==> src/rtl/cs_pkg.sv <==
package cs_pkg;
  typedef enum logic [2:0] {
    A_LOCK_REQ = 3'd0,
    A_OWNER    = 3'd1,
    A_LOCK_REL = 3'd2,
    A_TAKE     = 3'd3,
    A_GRANT    = 3'd4,
    A_GIVE     = 3'd5,
    A_COUNT    = 3'd6,
    A_STATUS   = 3'd7
  } cs_addr_e;
endpackage

==> src/rtl/cs_lock.sv <==
module cs_lock #(
  parameter int DW = 16
) (
  input  logic          clk,
  input  logic          rst_n,
  input  logic          req_wr,
  input  logic          rel_wr,
  input  logic [DW-1:0] id,
  output logic [DW-1:0] owner
);
  logic [DW-1:0] owner_q;
  logic          is_free;

  assign is_free = (owner_q == '0);
  assign owner   = owner_q;

  always_ff @(posedge clk or negedge rst_n) begin
    if (!rst_n) begin
      owner_q <= '0;
    end else if (req_wr && is_free) begin
      owner_q <= id;
    end else if (rel_wr && !is_free && (id == owner_q)) begin
      owner_q <= '0;
    end
  end
endmodule

==> src/rtl/cs_count.sv <==
module cs_count #(
  parameter int DW         = 16,
  parameter int CW         = 8,
  parameter int MAX_COUNT  = 200,
  parameter int INIT_COUNT = 4
) (
  input  logic          clk,
  input  logic          rst_n,
  input  logic          take_wr,
  input  logic          give_wr,
  input  logic          load_wr,
  input  logic          grant_rd,
  input  logic [DW-1:0] wdata,
  output logic          grant_view,
  output logic          grant,
  output logic          pending,
  output logic [CW-1:0] count,
  output logic          ovf
);
  localparam int EW = DW + 1;
  localparam logic [EW-1:0] MAXV = EW'(MAX_COUNT);

  logic [DW-1:0] req_q;
  logic          pend_q;
  logic          grant_q;
  logic [CW-1:0] count_q;
  logic          ovf_q;

  logic [EW-1:0] cnt_ext, diff, base_ext, addend, sum, next, ld;
  logic          fits, over;

  always_comb begin
    cnt_ext  = EW'(count_q);
    diff     = cnt_ext - {1'b0, req_q};
    fits     = !diff[DW];
    base_ext = (pend_q && fits) ? diff : cnt_ext;
    addend   = give_wr ? {1'b0, wdata} : '0;
    sum      = base_ext + addend;
    over     = (sum > MAXV);
    next     = over ? MAXV : sum;
    ld       = ({1'b0, wdata} > MAXV) ? MAXV : {1'b0, wdata};
  end

  assign grant_view = pend_q ? fits : grant_q;
  assign grant      = grant_q;
  assign pending    = pend_q;
  assign count      = count_q;
  assign ovf        = ovf_q;

  always_ff @(posedge clk or negedge rst_n) begin
    if (!rst_n) begin
      req_q   <= '0;
      pend_q  <= 1'b0;
      grant_q <= 1'b0;
      count_q <= CW'(INIT_COUNT);
      ovf_q   <= 1'b0;
    end else begin
      pend_q <= take_wr;
      if (take_wr) req_q <= wdata;
      if (grant_rd)    grant_q <= 1'b0;
      else if (pend_q) grant_q <= fits;
      if (load_wr) begin
        count_q <= CW'(ld);
        ovf_q   <= 1'b0;
      end else begin
        count_q <= CW'(next);
        if (give_wr && over) ovf_q <= 1'b1;
      end
    end
  end
endmodule

==> src/rtl/cnt_sema_ctrl.sv <==
module cnt_sema_ctrl
  import cs_pkg::*;
#(
  parameter int DW         = 16,
  parameter int CW         = 8,
  parameter int MAX_COUNT  = 200,
  parameter int INIT_COUNT = 4
) (
  input  logic          clk,
  input  logic          rst_n,
  input  logic          bus_en,
  input  logic          bus_wr,
  input  logic [2:0]    bus_addr,
  input  logic [DW-1:0] bus_wdata,
  output logic [DW-1:0] bus_rdata,
  output logic          bus_rvalid
);
  cs_addr_e      addr;
  logic          wr, rd;
  logic          lk_req, lk_rel, take_wr, give_wr, load_wr, grant_rd;
  logic [DW-1:0] owner_q;
  logic          grant_view, grant_q, pend_q, ovf_q;
  logic [CW-1:0] count_q;

  assign addr     = cs_addr_e'(bus_addr);
  assign wr       = bus_en && bus_wr;
  assign rd       = bus_en && !bus_wr;
  assign lk_req   = wr && (addr == A_LOCK_REQ);
  assign lk_rel   = wr && (addr == A_LOCK_REL);
  assign take_wr  = wr && (addr == A_TAKE);
  assign give_wr  = wr && (addr == A_GIVE);
  assign load_wr  = wr && (addr == A_COUNT);
  assign grant_rd = rd && (addr == A_GRANT);

  cs_lock #(.DW(DW)) u_lock (
    .clk    (clk),
    .rst_n  (rst_n),
    .req_wr (lk_req),
    .rel_wr (lk_rel),
    .id     (bus_wdata),
    .owner  (owner_q)
  );

  cs_count #(
    .DW(DW), .CW(CW), .MAX_COUNT(MAX_COUNT), .INIT_COUNT(INIT_COUNT)
  ) u_count (
    .clk        (clk),
    .rst_n      (rst_n),
    .take_wr    (take_wr),
    .give_wr    (give_wr),
    .load_wr    (load_wr),
    .grant_rd   (grant_rd),
    .wdata      (bus_wdata),
    .grant_view (grant_view),
    .grant      (grant_q),
    .pending    (pend_q),
    .count      (count_q),
    .ovf        (ovf_q)
  );

  always_ff @(posedge clk or negedge rst_n) begin
    if (!rst_n) begin
      bus_rdata  <= '0;
      bus_rvalid <= 1'b0;
    end else begin
      bus_rvalid <= rd;
      if (rd) begin
        case (addr)
          A_OWNER:  bus_rdata <= owner_q;
          A_GRANT:  bus_rdata <= DW'(grant_view);
          A_COUNT:  bus_rdata <= DW'(count_q);
          A_STATUS: bus_rdata <= DW'(ovf_q);
          default:  bus_rdata <= '0;
        endcase
      end
    end
  end
endmodule

==> config.mk <==
export PLATFORM = sky130hd
export DESIGN_NAME = cnt_sema_ctrl
export DESIGN_NICKNAME = d
export VERILOG_FILES = /design/src/rtl/cs_pkg.sv /design/src/rtl/cs_lock.sv /design/src/rtl/cs_count.sv /design/src/rtl/cnt_sema_ctrl.sv
export SDC_FILE = /design/constraint.sdc
export NUM_CORES = 1
export LEC_CHECK = 0
export CELL_PAD_IN_SITES_DETAIL_PLACEMENT = 1
export CELL_PAD_IN_SITES_GLOBAL_PLACEMENT = 2
export CORE_MARGIN = 5
export CORE_UTILIZATION = 34
export CTS_BUF_LIST = sky130_fd_sc_hd__clkbuf_4 sky130_fd_sc_hd__clkbuf_8
export CTS_CLUSTER_DIAMETER = 50
export DETAILED_ROUTE_END_ITERATION = 16
export PLACE_DENSITY_LB_ADDON = 0.3
export SYNTH_ARGS = -nofsm -noshare
export SYNTH_HDL_FRONTEND = slang
export SYNTH_SLANG_ARGS = --single-unit
==> constraint.sdc <==
create_clock -name clk -period 4.53 [get_ports clk]
set_input_delay 0.6795 -clock clk [delete_from_list [all_inputs] [get_ports clk]]
set_output_delay 0.6795 -clock clk [all_outputs]
set_load 0.02 [all_outputs]
# After elaboration in Yosys (flattened, before gate mapping)
# Index checks and enable logic that the tools add are counted.
# op_classes
addsub,2
n_lt_le_gt_ge,2
eq_ne,8
n_mux,12
n_reduce_logical,20
# ops
operator,n
16-bit one-hot mux with 4 select lines,1
16-bit 2-to-1 mux,3
8-bit 2-to-1 mux,3
17-bit by 16-bit adder with 17-bit output,1
17-bit by 8-bit greater-than comparator with 1-bit output (second input constant),1
17-bit 2-to-1 mux,1
8-bit by 16-bit subtractor with 17-bit output,1
16-bit == test,1
16-bit by 8-bit greater-than comparator with 1-bit output (second input constant),1
16-bit zero test,1
1-bit logical AND,13
3-bit == test (second input constant),4
3-bit by 2-bit == test with 1-bit output (second input constant),2
1-bit 2-to-1 mux,4
2-bit nonzero test,2
3-bit by 1-bit == test with 1-bit output (second input constant),1
1-bit zero test,3
3-bit zero test,1
# totals
reg_bits,60
inputBits,23

# Logic depth before layout (Yosys ltp)
# Gate-level depths: netlist (run 1).
# logic_depth
ltp_word,9
ltp_mapped,21
mapped_depth_nobuf,20

# Modules after synthesis
# A second synthesis (run 1) with hierarchy kept.
# hier_totals
hier_cells,489
hier_area_um2,4481.8
# by_module_without_submodules
module,n_inst,cells_each,area_each_um2,seq_area_each_um2
cs_count,1,280,2534.9,676.9
cs_lock,1,114,1011.0,400.4
cnt_sema_ctrl,1,95,935.9,425.4

# Worst setup path after synthesis (run 1)
# OpenSTA, ideal clock, no wires.
# synth_path
path_type,register to register
start,register u_count.count_q[0] (netlist: u_count.count[0])
end,register u_count.count_q[3] (netlist: u_count.count[3])
setup_ns,0.137
arrival_time_ns,4.276
required_ns,4.393
setup_slack_ns,0.117
stages_incl_launch_ff,22
n_path_buf,1
period_less_slack_ns,4.413
path_cell_list,dfrtp_1 inv_1 ha_1 fa_1 nor2b_1 o21ai_0 a21boi_0 o21ai_0 a211oi_2 nor2_1 buf_2 mux2i_1 ha_1 inv_1 fa_1 nand2b_1 a21o_1 a211oi_1 o311a_1 o22ai_2 or3_1 a2bb2oi_1
# synth_between
elab_chain_cells,8
# synth_rtl
element,line_no,text
from (decl),cs_count.sv:26,logic [CW-1:0] count_q;
from (signal assigned),cs_count.sv:55,count_q <= CW'(INIT_COUNT);
from (signal assigned),cs_count.sv:63,count_q <= CW'(ld);
from (signal assigned),cs_count.sv:66,count_q <= CW'(next);
8-bit by 16-bit subtractor with 17-bit output,cs_count.sv:34,"diff = cnt_ext - {1'b0, req_q};"
1-bit zero test,cs_count.sv:35,fits = !diff[DW];
1-bit logical AND,cs_count.sv:36,base_ext = (pend_q && fits) ? diff : cnt_ext;
17-bit 2-to-1 mux (*),cs_count.sv:36,
17-bit by 16-bit adder with 17-bit output (*),cs_count.sv:38,sum = base_ext + addend;
17-bit by 8-bit greater-than comparator with 1-bit output,cs_count.sv:39,over = (sum > MAXV);
8-bit 2-to-1 mux (*),cs_count.sv:40,next = over ? MAXV : sum;
8-bit 2-to-1 mux (*),cs_count.sv:62,if (load_wr) begin
# Every way passes the cells marked *; elsewhere a longest branch is shown, timed or not.
# A chain may end at the register's enable or synchronous reset.

# Final worst setup path (run 1)
# layout_path
start,register u_count.req_q[0]
end,register u_count.count_q[7] (netlist: u_count.count[7])
# layout_between
elab_chain_cells,8
# layout_rtl
element,line_no,text
from (decl),cs_count.sv:23,logic [DW-1:0] req_q;
from (signal assigned),cs_count.sv:59,if (take_wr) req_q <= wdata;
8-bit by 16-bit subtractor with 17-bit output (*),cs_count.sv:34,
1-bit zero test,cs_count.sv:35,
1-bit logical AND,cs_count.sv:36,
17-bit 2-to-1 mux (*),cs_count.sv:36,
17-bit by 16-bit adder with 17-bit output (*),cs_count.sv:38,
17-bit by 8-bit greater-than comparator with 1-bit output,cs_count.sv:39,
8-bit 2-to-1 mux (*),cs_count.sv:40,
8-bit 2-to-1 mux (*),cs_count.sv:62,
# Marked as above.

==> results of run 1 <==
==> placed cells by master (no fill, tap or decap), types with 6 or more instances in the layout <==
cell type | synthesis | final
inv_1 | 21 | 21
a21oi_1 | 14 | 12
mux2_2 | 21 | 20
nor4_1 | 9 | 8
clkdlybuf4s50_1 | 0 | 38
nor2_1 | 43 | 40
a21o_1 | 7 | 6
nand4_1 | 6 | 6
xor2_1 | 8 | 7
nor2b_1 | 7 | 7
clkbuf_8 | 0 | 12
dfrtp_1 | 59 | 59
ha_1 | 25 | 18
xnor2_1 | 17 | 17
a22o_1 | 17 | 17
o21ai_0 | 16 | 9
nand3_1 | 14 | 14
nor3_1 | 15 | 14
a221oi_1 | 11 | 9
buf_4 | 0 | 61
and2_1 | 17 | 17
nand2_1 | 45 | 45
==> path summary, 6_finish.rpt <==
check / slack, ps / cells after the start / from / end
setup / recovery: 100 / 20 / u_count.req_q[0] / u_count.count[7]
hold / removal: 350 / 1 / rst_n / u_lock.owner[1]
setup reg to reg: 100 / 20 / u_count.req_q[0] / u_count.count[7]
hold reg to reg: 460 / 2 / bus_rdata[8] / bus_rdata[8]
max in group asynchronous: 3280 / 2 / rst_n / u_count.req_q[13]
min in group clk: 460 / 2 / bus_rdata[8] / bus_rdata[8]
==> critical path: cells and delay by family (launching register included) <==
kind | cells | cell delay, ps
AO/OA/AOI/OAI | 8 | 1630
flip-flops | 1 | 410
AND/OR/NAND/NOR | 5 | 680
buffers and inverters | 2 | 230
adder cells (fa/ha/maj) | 4 | 1180
multiplexers | 1 | 180
==> state kept, by name, summed over array words and instances (netlist names) <==
register and flops:
bus_rdata 16, bus_rvalid 1, u_count.count 8, u_count.grant 1, u_count.ovf 1, u_count.pending 1
u_count.req_q 16, u_lock.owner 16
==> logic make-up after synthesis <==
family	Yosys count
other	1
multiplexers	23
AND/OR/NAND/NOR	177
adder cells (fa/ha/maj)	27
flip-flops	60
buffers and inverters	36
XOR/XNOR	25
AO/OA/AOI/OAI	109
==> what timing repair did <==
action                                  4_1_cts  5_1_grt
endpoints found under the setup margin        9        9
setup buffers                                 7        5
pin swaps                                     7       15
gates cloned                                  1        0
resized for setup                            17       46
endpoints found under the hold margin         0        0
==> area by class of cell <==
cell class                 instances  area share
multi-input combinational        366       0.502
timing repair buffer             102       0.151
clock inverter                     4     0.00394
tap                              168      0.0368
inverter                          22      0.0144
clock buffer                      12      0.0289
sequential                        60       0.263
==> metal layers <==
metal	vias up	share of wire	GRT usage
met2	78	0.50	0.337
met1	1950	0.44	0.242
li1	1885	-	-
met4	0	0.022	0.0644
met3	30	0.030	0.0252
met5	-	0	0
==> power groups by stage <==
| stage | combinational (mW) | sequential, mW | clock (mW) |
|---|---|---|---|
| 4_1_cts | 0.510 | 0.736 | 0.469 |
| 5_1_grt | 0.586 | 0.752 | 0.499 |
| 2_1_floorplan | 0.292 | 0.734 | 0 |
| 3_3_place_gp | 0.464 | 0.739 | 0 |
| 6_report | 0.538 | 0.738 | 0.462 |
| 3_5_place_dp | 0.478 | 0.744 | 0 |
==> through the flow <==
stage / power [mW] / hold slack [ps] / setup TNS, ps / setup slack, ps / std cells
6_report: 1.74 / 354 / 0 / 103 / 734
5_1_grt: 1.84 / 406 / -177 / -44.8 / 734
4_1_cts: 1.71 / 365 / 0 / 2.54 / 729
3_5_place_dp: 1.22 / 455 / -3160 / -516 / 705
3_3_place_gp: 1.20 / 449 / -1190 / -304 / 705
2_1_floorplan: 1.03 / 384 / 0 / 117 / 461
==> impl_metrics.csv, run 1 <==
group,metric,value,unit
timing,rsz0062_at_grt,"true",
run_status,status,"complete, no violations",
timing,fmax,226,MHz
power,powerDensity,304,mW/mm2
synthesis,synth_fa_ha_area_frac,0.0841,
clock_tree,cts_buffers,9,
power,p_int,1.16,mW
timing,fin_skew,5.95,ps
clock_tree,cts_sinks,60,
critical_path,arrival,4660,ps
synthesis,synth_compound_area_frac,0.197,
power,ir_worst_vdd,130,uV
synthesis,synth_top_family_by_area,"simple AND/OR/NAND/NOR gates",
synthesis,async_flop_share,1.00,
floorplan,coreArea,0.0121,mm2
routing,vias,3943,
critical_path,critPathRequiredTime,4760,ps
timing,setup_viol,0,
critical_path,critical-path-max-stage-delay,410,ps
synthesis,synth_edf_count,0,
power,comb_power_share,0.309,
clock_tree,htreeDepth,3,
critical_path,criticalPathCategory,"reg -> reg",
clock_tree,cts_hold_buf,0,
power,switching_power,0.580,mW
synthesis,synthCells,458,
floorplan,rows,40,
floorplan,start_util,0.348,
routing,ant_nets,0,
synthesis,synth.mux.area_fraction,0.0612,
placed_design,dp_hpwl,10400,um
clock_tree,clockBufferDepth,2,
clock_tree,cts_tree,"done",
placed_design,port_buffers,39,
grt,grt_usage,0.192,
synthesis,synth-simple-area-share,0.211,
routing,drtPass1Iterations,4,
finish,fin_area,0.00572,mm2
routing,wl_per_cell,18.7,um
routing,vias_per_cell,5.37,
synthesis,synth_cell_type_count,66,
routing,drt-total-wl,13700,um
timing,timing.final.crit_share,0.977,
routing,drc,0,
placed_design,place_area,0.00512,mm2
clock_tree,clk_pin_slew_worst_paths,70,ps
synthesis,synth_commonest_cells,"dfrtp_1, nand2_1, nor2_1",
timing,tightest_slew,1000,ps
placed_design,routabilityCongestion,0.874,
flow_run,drv_cap,0,
floorplan,die_y,121,um
floorplan,fp.dieArea,0.0147,mm2
critical_path,cp-start-kind,"flip-flop",
floorplan,die_x,121,um
synthesis,synth_most_common_cell,"dfrtp_1",
grt,grt-ovfl-total,0,
synthesis,synth-warning-count,0,
timing,final_hold_viol_count,0,
timing,relSlewSlack,0.331,
synthesis,synth_xor_area_frac,0.0522,
routing,drt_iter0_markers,249,
min_path,min-delay-path-class,"in -> async",
finish,seq_area,0.00150,mm2
clock_tree,clock_latency,350,ps
timing,drv_slew,0,
critical_path,path_max_fanout,7,
critical_path,critPathSlowestCell,"dfrtp_1",
synthesis,yosysTopAreaCell,"dfrtp_1",
synthesis,postSynthAreaPerCell,9.16,um2
critical_path,cp-end-kind,"flip-flop",
timing,min_period,4430,ps
power,p_clk_frac,0.266,
finish,num-fill-cells,1397,
power,switching_share,0.334,
floorplan,ios,40,
synthesis,yosys_most_used_dff,"dfrtp_1",
finish,n_antenna_cell,0,
finish,fin_util,0.474,
grt,grt_pass1_wl,22000,um
synthesis,synth-seq-area-share,0.358,
finish,area_growth,36.4,%
synthesis,syn_area,0.00419,mm2
finish,fin_nets,611,
critical_path,cp_cell_sequence,"ha_4, fa_2, nor2b_1, o21ai_2, a21boi_2, o21ai_2, a211oi_2, buf_4, nor2_4, mux2i_1, ha_2, inv_1, fa_1, nand2b_4, a21o_4, or4b_1, o311a_1, o311a_1, nand3_4, o32a_1",
synthesis,ys_ff_latch,60,
grt,grt_max_degree,33,
finish,drive_gt1_frac,0.274,
power,power_leakage,2.55,nW
synthesis,synthDominantCellAreaShare,0.352,
grt,antenna_found_initial,0,
grt,first_global_vias,4108,
clock_tree,cts_root_buf,"clkbuf_8",
synthesis,netlist_top_cells_area,"dfrtp_1, ha_1, mux2_2, nand2_1, nor2_1",
power,p_seq_frac,0.425,
finish,multi_input_area,0.00287,mm2
No activity file was read; power rests on OpenSTA's default activity.
==> run 2: changes to the inputs <==
- MAX_ROUTING_LAYER: default -> met4
==> impl_metrics.csv, run 2 (synthesis gave the netlist of run 1 again) <==
group,metric,value,unit
clock_tree,clock_latency,350,ps
finish,layout_common_cells,"dfrtp_1, buf_4, nand2_1",
finish,area_growth,37.0,%
grt,grt_usage,0.192,
power,switching_share,0.324,
routing,drt-total-wl,13700,um
power,p_seq_frac,0.417,
finish,drive_gt1_frac,0.275,
placed_design,place_area,0.00512,mm2
clock_tree,cts_sinks,60,
timing,final_hold_viol_count,0,
placed_design,dp_hpwl,10400,um
critical_path,criticalPathCategory,"reg -> reg",
timing,setup_viol,0,
timing,rsz0062_at_grt,"true",
finish,fin_area,0.00574,mm2
power,comb_power_share,0.296,
critical_path,crit_family,"compound AO/OA/AOI/OAI gates",
floorplan,die_x,121,um
finish,seq_area,0.00150,mm2
grt,antenna_found_initial,0,
grt,grt_max_degree,33,
routing,vias,3889,
critical_path,arrival,4700,ps
clock_tree,cts_root_buf,"clkbuf_8",
clock_tree,clk_pin_slew_worst_paths,70,ps
placed_design,routabilityCongestion,0.894,
power,p_clk_frac,0.286,
placed_design,place_ws,-431,ps
finish,n_antenna_cell,0,
floorplan,coreArea,0.0121,mm2
floorplan,fp.dieArea,0.0147,mm2
clock_tree,cts_tree,"done",
critical_path,critical-path-max-stage-delay,410,ps
run_status,status,"complete, no violations",
timing,relSlewSlack,0.332,
finish,multi_input_area,0.00289,mm2
grt,grt_pass1_wl,21600,um
clock_tree,cts_buffers,9,
power,powerDensity,308,mW/mm2
critical_path,critPathSlowestCell,"dfrtp_1",
critical_path,critPathRequiredTime,4760,ps
flow_run,drv_cap,0,
critical_path,path_max_fanout,7,
floorplan,start_util,0.348,
routing,ant_nets,0,
clock_tree,cts_hold_buf,0,
floorplan,ios,40,
timing,fmax,224,MHz
power,switching_power,0.573,mW
floorplan,die_y,121,um
min_path,min-delay-path-class,"in -> async",
critical_path,cp_cell_sequence,"ha_4, fa_2, nor2b_2, o21ai_2, a21boi_2, o21ai_2, a211oi_2, buf_4, nor2_4, mux2_2, ha_1, a21oi_1, o21ai_2, buf_4, a311oi_1, or2_2, o311a_1, nand3_4, o41ai_2",
routing,wl_per_cell,18.7,um
clock_tree,clockBufferDepth,2,
floorplan,rows,40,
timing,min_period,4460,ps
power,p_int,1.19,mW
finish,fin_nets,608,
grt,first_global_vias,4053,
routing,vias_per_cell,5.32,
timing,setup_ws,66.5,ps
critical_path,path_common_cell,"o21ai_2",
critical_path,cp-start-kind,"flip-flop",
placed_design,port_buffers,39,
finish,num-fill-cells,1385,
timing,timing.final.crit_share,0.985,
critical_path,cp-end-kind,"flip-flop",
critical_path,cp_num_buf_inv,2,
routing,drt_iter0_markers,193,
grt,grt-ovfl-total,0,
timing,drv_slew,0,
power,power_leakage,2.54,nW
routing,drtPass1Iterations,4,
power,ir_worst_vdd,147,uV
finish,fin_util,0.476,
clock_tree,htreeDepth,3,
power,p_total,1.77,mW
routing,drc,0,
timing,tightest_slew,1000,ps
timing,fin_skew,12.5,ps
-- run 2: metal layers --
layer	GRT usage	wire [um]
met1	0.236	6190
met2	0.327	7010
met3	0.0191	296
met4	0.0751	204
met5	-	0
-- run 2: worst reg2reg max path, cell delays in order (launching register included) --
cell	delay, ps
dfrtp_1	410
ha_4	180
fa_2	410
nor2b_2	130
o21ai_2	80
a21boi_2	170
o21ai_2	90
a211oi_2	250
buf_4	170
nor2_4	50
mux2_2	300
ha_1	330
a21oi_1	270
o21ai_2	110
buf_4	170
a311oi_1	300
or2_2	180
o311a_1	210
nand3_4	130
o41ai_2	400
-- run 2: worst paths after layout --
| path | startpoint | end | slack [ps] | cells after the start |
|---|---|---|---|---|
| setup / recovery | u_count.req_q[0] | u_count.count[2] | 70 | 19 |
| hold / removal | rst_n | bus_rdata[3] | 360 | 1 |
| setup reg to reg | u_count.req_q[0] | u_count.count[2] | 70 | 19 |
| max in group asynchronous | rst_n | u_count.count[6] | 3280 | 2 |
| hold reg to reg | bus_rdata[8] | bus_rdata[8] | 460 | 2 |
| min in group clk | bus_rdata[8] | bus_rdata[8] | 460 | 2 |
-- run 2: power groups by stage --
stage                     Clock (mW)  Sequential (mW)  Combinational (mW)
final                          0.506            0.737               0.524
after global routing           0.545            0.753               0.571
after CTS                      0.512            0.734               0.492
after detailed placement           0            0.742               0.480
after global placement             0            0.739               0.464
after floorplan                    0            0.734               0.292
-- run 2: repair_timing --
item                       CTS  global route
setup endpoints to repair    9             9
setup buffers                2             8
resized for setup           12            63
gates cloned                 0             0
pin swaps                    3            28
-- run 2: stage by stage --
step	hold WS [ps]	TNS, ps	std cells
after detailed placement	455	-2600	705
after floorplan	384	0	461
after CTS	378	0	723
after global routing	412	-594	731
final	359	0	731
after global placement	449	-1170	705
-- run 2: area by class of cell --
cell class / count / share of cell area
repair buffers: 100 / 0.148
inverters: 22 / 0.0144
multi-input cells: 365 / 0.503
flip-flops and latches: 60 / 0.262
clock inverters: 4 / 0.00828
well taps: 168 / 0.0366
clock buffers: 12 / 0.0277
==> run 3: changes to the inputs <==
- CTS_CLUSTER_SIZE: default -> 16
==> results of run 3 <==
Final layout, timing and power as in run 2 (identical DEF).
